File: src/rtl/irq2_pkg.sv
// Shared constants and types for the dual-bank interrupt controller.
// Assumes word-aligned register offsets inside a window of at least 1 KiB.
package irq2_pkg;
    localparam int unsigned DATA_W  = 32;
    localparam int unsigned AUX_W   = 16;
    localparam int unsigned BE_W    = DATA_W / 8;

    // writable / storable bits of the auxiliary bank
    localparam logic [AUX_W-1:0] AUX_WMASK = 16'h7FF7;

    // register offsets (byte addresses)
    localparam logic [31:0] OFS_MASTER  = 32'h0000_0208;
    localparam logic [31:0] OFS_MAIN_EN = 32'h0000_0210;
    localparam logic [31:0] OFS_MAIN_FL = 32'h0000_0214;
    localparam logic [31:0] OFS_AUX_EN  = 32'h0000_0218;
    localparam logic [31:0] OFS_AUX_FL  = 32'h0000_021C;

    typedef enum logic [2:0] {
        SEL_NONE,
        SEL_MASTER,
        SEL_MAIN_EN,
        SEL_MAIN_FL,
        SEL_AUX_EN,
        SEL_AUX_FL
    } reg_sel_e;
endpackage

File: src/rtl/irq_reg_decode.sv
// Address decoder: maps a byte address to one register select.
// Address bits 1:0 are ignored; auxiliary offsets decode only when HAS_AUX.
module irq_reg_decode
    import irq2_pkg::*;
#(
    parameter int unsigned ADDR_W  = 12,
    parameter bit          HAS_AUX = 1'b1
) (
    input  logic [ADDR_W-1:0] addr,
    output reg_sel_e          sel
);
    localparam int unsigned WA_W = ADDR_W - 2;

    logic [WA_W-1:0] word_addr;

    // word index of the access
    always_comb word_addr = addr[ADDR_W-1:2];

    // compare word index against each register offset
    always_comb begin
        sel = SEL_NONE;
        if (word_addr == OFS_MASTER[ADDR_W-1:2])
            sel = SEL_MASTER;
        else if (word_addr == OFS_MAIN_EN[ADDR_W-1:2])
            sel = SEL_MAIN_EN;
        else if (word_addr == OFS_MAIN_FL[ADDR_W-1:2])
            sel = SEL_MAIN_FL;
        else if (HAS_AUX && word_addr == OFS_AUX_EN[ADDR_W-1:2])
            sel = SEL_AUX_EN;
        else if (HAS_AUX && word_addr == OFS_AUX_FL[ADDR_W-1:2])
            sel = SEL_AUX_FL;
    end
endmodule

File: src/rtl/irq_flag_bank.sv
// One enable/flag register pair with byte-lane writes.
// Enable: plain write under mask. Flags: write-one-to-clear by software,
// per-bit hardware set/clear strobes, set has priority over any clear.
// Bits outside WMASK are never stored. Assumes WIDTH is a multiple of 8.
module irq_flag_bank #(
    parameter int unsigned     WIDTH = 32,
    parameter logic [WIDTH-1:0] WMASK = '1
) (
    input  logic               clk,
    input  logic               rst_n,
    input  logic               en_wr,
    input  logic               fl_wr,
    input  logic [WIDTH-1:0]   wdata,
    input  logic [WIDTH/8-1:0] be,
    input  logic [WIDTH-1:0]   hw_set,
    input  logic [WIDTH-1:0]   hw_clr,
    output logic [WIDTH-1:0]   en_q,
    output logic [WIDTH-1:0]   fl_q,
    output logic [WIDTH-1:0]   req
);
    localparam int unsigned NBYTE = WIDTH / 8;

    logic [WIDTH-1:0] lane_mask;
    logic [WIDTH-1:0] wr_bits;
    logic [WIDTH-1:0] sw_clr;
    logic [WIDTH-1:0] en_d;
    logic [WIDTH-1:0] fl_d;

    // expand byte enables into a bit mask
    for (genvar b = 0; b < NBYTE; b++) begin : g_lane
        assign lane_mask[b*8 +: 8] = {8{be[b]}};
    end

    // written bits restricted to enabled lanes and storable bits
    always_comb wr_bits = wdata & lane_mask & WMASK;

    // software clear vector for the flag register
    always_comb sw_clr = fl_wr ? wr_bits : '0;

    // next enable value: replace enabled lanes only
    always_comb begin
        en_d = en_q;
        if (en_wr)
            en_d = ((en_q & ~lane_mask) | wr_bits) & WMASK;
    end

    // next flag value: clears first, then sets override
    always_comb fl_d = ((fl_q & ~sw_clr & ~hw_clr) | hw_set) & WMASK;

    // register update with synchronous reset
    always_ff @(posedge clk) begin
        if (!rst_n) begin
            en_q <= '0;
            fl_q <= '0;
        end else begin
            en_q <= en_d;
            fl_q <= fl_d;
        end
    end

    // pending and enabled sources
    always_comb req = en_q & fl_q;
endmodule

File: src/rtl/dual_irq_ctrl.sv
// Dual-bank interrupt controller top: master enable, main 32-bit bank,
// optional 16-bit auxiliary bank (HAS_AUX), register read mux and the
// merged level request. Request is combinational from registers.
module dual_irq_ctrl
    import irq2_pkg::*;
#(
    parameter int unsigned ADDR_W  = 12,
    parameter bit          HAS_AUX = 1'b1
) (
    input  logic              clk,
    input  logic              rst_n,
    input  logic              bus_sel,
    input  logic              bus_wr,
    input  logic [ADDR_W-1:0] bus_addr,
    input  logic [3:0]        bus_be,
    input  logic [31:0]       bus_wdata,
    output logic [31:0]       bus_rdata,
    input  logic [31:0]       main_set,
    input  logic [31:0]       main_clr,
    input  logic [15:0]       aux_set,
    input  logic [15:0]       aux_clr,
    output logic [31:0]       irq_out
);
    localparam int unsigned PAD_W = DATA_W - AUX_W;

    reg_sel_e          sel;
    logic              wr_go;
    logic              rd_go;
    logic              master_q;
    logic [DATA_W-1:0] m_en;
    logic [DATA_W-1:0] m_flg;
    logic [DATA_W-1:0] m_req;
    logic [AUX_W-1:0]  a_en;
    logic [AUX_W-1:0]  a_flg;
    logic [AUX_W-1:0]  a_req;

    irq_reg_decode #(.ADDR_W(ADDR_W), .HAS_AUX(HAS_AUX)) u_dec (
        .addr (bus_addr),
        .sel  (sel)
    );

    // qualify the bus access
    always_comb begin
        wr_go = bus_sel && bus_wr;
        rd_go = bus_sel && !bus_wr;
    end

    // master enable: only byte 0, bit 0 is stored
    always_ff @(posedge clk) begin
        if (!rst_n)
            master_q <= 1'b0;
        else if (wr_go && sel == SEL_MASTER && bus_be[0])
            master_q <= bus_wdata[0];
    end

    irq_flag_bank #(.WIDTH(DATA_W), .WMASK({DATA_W{1'b1}})) u_main (
        .clk    (clk),
        .rst_n  (rst_n),
        .en_wr  (wr_go && sel == SEL_MAIN_EN),
        .fl_wr  (wr_go && sel == SEL_MAIN_FL),
        .wdata  (bus_wdata),
        .be     (bus_be),
        .hw_set (main_set),
        .hw_clr (main_clr),
        .en_q   (m_en),
        .fl_q   (m_flg),
        .req    (m_req)
    );

    // auxiliary bank only for the processor that owns those sources
    if (HAS_AUX) begin : g_aux
        irq_flag_bank #(.WIDTH(AUX_W), .WMASK(AUX_WMASK)) u_aux (
            .clk    (clk),
            .rst_n  (rst_n),
            .en_wr  (wr_go && sel == SEL_AUX_EN),
            .fl_wr  (wr_go && sel == SEL_AUX_FL),
            .wdata  (bus_wdata[AUX_W-1:0]),
            .be     (bus_be[AUX_W/8-1:0]),
            .hw_set (aux_set),
            .hw_clr (aux_clr),
            .en_q   (a_en),
            .fl_q   (a_flg),
            .req    (a_req)
        );
    end else begin : g_no_aux
        assign a_en  = '0;
        assign a_flg = '0;
        assign a_req = '0;
    end

    // read data mux, zero outside reads and for unknown offsets
    always_comb begin
        bus_rdata = '0;
        if (rd_go) begin
            unique case (sel)
                SEL_MASTER:  bus_rdata = {{(DATA_W-1){1'b0}}, master_q};
                SEL_MAIN_EN: bus_rdata = m_en;
                SEL_MAIN_FL: bus_rdata = m_flg;
                SEL_AUX_EN:  bus_rdata = {{PAD_W{1'b0}}, a_en};
                SEL_AUX_FL:  bus_rdata = {{PAD_W{1'b0}}, a_flg};
                default:     bus_rdata = '0;
            endcase
        end
    end

    // merged request gated by the master enable
    always_comb irq_out = master_q ? (m_req | {{PAD_W{1'b0}}, a_req}) : '0;
endmodule

File: config.mk
export PLATFORM = sky130hd
export DESIGN_NAME = dual_irq_ctrl
export DESIGN_NICKNAME = d
export VERILOG_FILES = /design/src/rtl/irq2_pkg.sv /design/src/rtl/irq_reg_decode.sv /design/src/rtl/irq_flag_bank.sv /design/src/rtl/dual_irq_ctrl.sv
export SDC_FILE = /design/constraint.sdc
export NUM_CORES = 1
export LEC_CHECK = 0
export CAP_MARGIN = 5
export CORE_MARGIN = 5
export CORE_UTILIZATION = 60
export CTS_CLUSTER_DIAMETER = 150
export DETAILED_ROUTE_END_ITERATION = 8
export DONT_BUFFER_PORTS = 1
export PLACE_DENSITY = 0.76
export SLEW_MARGIN = 40
export SYNTH_ARGS = -nofsm -noshare
export SYNTH_HDL_FRONTEND = slang
export SYNTH_SLANG_ARGS = --single-unit
File: constraint.sdc
create_clock -name clk -period 4 [get_ports clk]
set_input_delay 0.4 -clock clk [delete_from_list [all_inputs] [get_ports clk]]
set_output_delay 0.4 -clock clk [all_outputs]
set_load 0.03 [all_outputs]
==> metrics.cfg <==
[finish]
drive_gt1_share_pct = 11.11
syn2layout_area_growth_pct = 7.109
nets = 756
n_antenna_cell = 0

[worst_setup_path]
critPathMaxFanout = 37
worstRegToRegCells = 2
crit_top_cell = buf_4
critPathCaptureType = primary output
r2r_slack_ps = 3010
critPathMaxStageDelay_ps = 480
required_ps = 3600
arrival_ps = 2390
crit_start = bus_addr[6]
start_kind = input port
crit_chain = nor4b_2 -> buf_4 -> nand4_1 -> buf_6 -> nor2b_1 -> buf_4
crit_type = input port to primary output
reg2reg_to = master_q
critical_path.endpoint = bus_rdata[5]
r2r_start = master_q
crit_slowest_cell = nand4_1

[die]
die_h_um = 103.7
rows = 34
ios = 212
dieArea_um2 = 10740
initial_core_util_pct = 60.94
placeableCoreArea_um2 = 8636
dieWidth_um = 103.7

[synthesis]
yosysMostFrequentCell = dfxtp_1
ys_seq_area_share_pct = 35.38
async_flop_share_pct = 0
yosys.area.top_type = dfxtp_1
synth_seq_cells = 93
synth_edf_count = 0
syn_area_per_cell_um2 = 8.488
yosysTopAreaCellShare_pct = 35.38
synth_cell_types = 34
postSynthCellCount = 620
synth_common_cells = 93 x dfxtp_1, 81 x nand2_1, 75 x nor2b_1, 47 x mux2i_1, 47 x o21ai_0
ys_warn_count = 0
synthFlopType = dfxtp_1
syn_area_um2 = 5263
syn_nets = 768
synthTopCellsByArea = dfxtp_1 35%, mux2i_1 8.9%, nor2b_1 8.9%, nand2_1 5.8%, mux4_2 5.6%

[global_routing]
grt_antenna_before_repair = 0
grt_max_degree = 126
grt_pass1_wl_mm = 23.67
grt_overflow_total = 0
track_usage_pct = 26.12
grt_pass1_vias = 4644

[detailed_routing]
drt_iter0_drc = 349
vias = 4718
ant_nets = 0
routed_wl_mm = 14.65
routedWlPerCell_um = 20.35
vias_per_cell = 6.553
firstDrtPassIters = 4
drcViolationCount = 0

[timing]
skew_ps = 0
fmax_mhz = 358.1
tightest_slew_ps = 829.9
finalCritPeriodShare_pct = 69.81
min_period_ps = 2792
rsz0062_at_grt = no
tns_ps = 0
relSlewSlack_pct = 44.26
maxSlewViolCount = 0
setup_viol_count_final = 0
hold_violations = 0

[cts]
post_cts_buffers = 0
post_cts_resized = 0
path_clk_slew_ps = 100
cts-htree-levels = 3
cts-buffers-inserted = 9
max-clock-path-buffers = 2
cts_hold_buf = 0
cts_tree = yes
cts_root_buf = clkbuf_8
clock_latency_ps = 340
cts.sinks = 93

[power]
cellLeakagePower_nw = 2.094
ir_drop_mv = 0.1610
totalPowerFinal_mw = 1.792
power_density_nw_per_um2 = 317.9

[placed_design]
port_buffers = 0
hpwl_mm = 10.49
gp_congestion = 0.8241

[worst_hold_path]
hold_path.class = input port to flip-flop

[job]
cap_violations = 0

[outcome]
status = finished clean

==> cells by family (layout without fill, tap and decap cells) <==
| kind of cell | after synthesis | in the layout | share of synthesized area (%) |
|---|---|---|---|
| compound gates | 127 | 127 | 13.91 |
| buf+inv | 89 | 81 | 6.871 |
| flops | 93 | 93 | 35.38 |
| mux | 61 | 61 | 14.72 |
| simple gates | 250 | 250 | 29.12 |
==> through the flow <==
| stage | hold WS [ps] | util, % | cell area [um2] | worst slack, ps | std cells |
|---|---|---|---|---|---|
| after floorplan | 443.6 | - | 5263 | 1452 | 620 |
| after global placement | 454.9 | 62.21 | 5373 | 1157 | 704 |
| after detailed placement | 465.0 | 62.46 | 5394 | 1061 | 704 |
| after CTS | 119.6 | 64.94 | 5608 | 1032 | 719 |
| after global routing | 120.9 | 65.27 | 5637 | 1077 | 720 |
| final | 132.4 | 65.27 | 5637 | 1208 | 720 |
==> area by class of cell <==
class | instances | area (um2)
multi-input cells | 438 | 3095
fillers | 731 | 2999
flip-flops and latches | 93 | 1862
inverters | 45 | 168.9
repair buffers | 21 | 161.4
clock buffers | 11 | 141.4
well taps | 108 | 135.1
clock inverters | 4 | 72.57
==> worst min path at each step <==
| stage | slack (ps) | startpoint | endpoint | cells past startpoint |
|---|---|---|---|---|
| final | 130 | bus_wdata[20] | u_main.fl_q[20] | 1 |
| after CTS | 120 | bus_wdata[20] | u_main.fl_q[20] | 1 |
| after global placement | 450 | flip-flop | flip-flop | 2 |
| after detailed placement | 470 | flip-flop | flip-flop | 2 |
| after floorplan | 440 | flip-flop | flip-flop | 2 |
| after global routing | 120 | bus_wdata[14] | u_main.fl_q[14] | 1 |
==> power breakdown <==
part	switching, mW	leakage, nW	internal [mW]	total [mW]
combinational	0.0610	1.23	0.0615	0.122
sequential	0.0209	0.763	0.956	0.977
clock	0.327	0.105	0.366	0.693
total	0.409	2.09	1.38	1.79
==> worst max-delay path, delay by kind of cell <==
| family | cells | cell delay, ps |
|---|---|---|
| and+or+nand+nor | 3 | 1060 |
| buffers and inverters | 3 | 930 |
==> per-layer routing <==
layer / up-vias / part of all wire [%] / global-route usage [%] / routed length [um]
met5: - / 0 / 0 / 0
met4: 0 / 2.2 / 8.788 / 317
met3: 28 / 9.1 / 6.716 / 1328
met2: 225 / 49 / 44.44 / 7210
met1: 2265 / 40 / 32.06 / 5794
li1: 2200 / - / - / -
==> layout by cell type, fill, tap and decap left out, drive strengths merged, types with 5 or more instances in the layout <==
master / instances
nor2b: 75
nor4: 13
a21oi: 19
a31oi: 46
and3: 19
nand4b: 6
mux2i: 47
buf: 21
o21ai: 47
nand4: 39
mux4: 13
nand3: 5
dfxtp: 93
nand2: 81
inv: 45
a22oi: 14
clkbuf: 11
(Power assumes the default switching activity.)
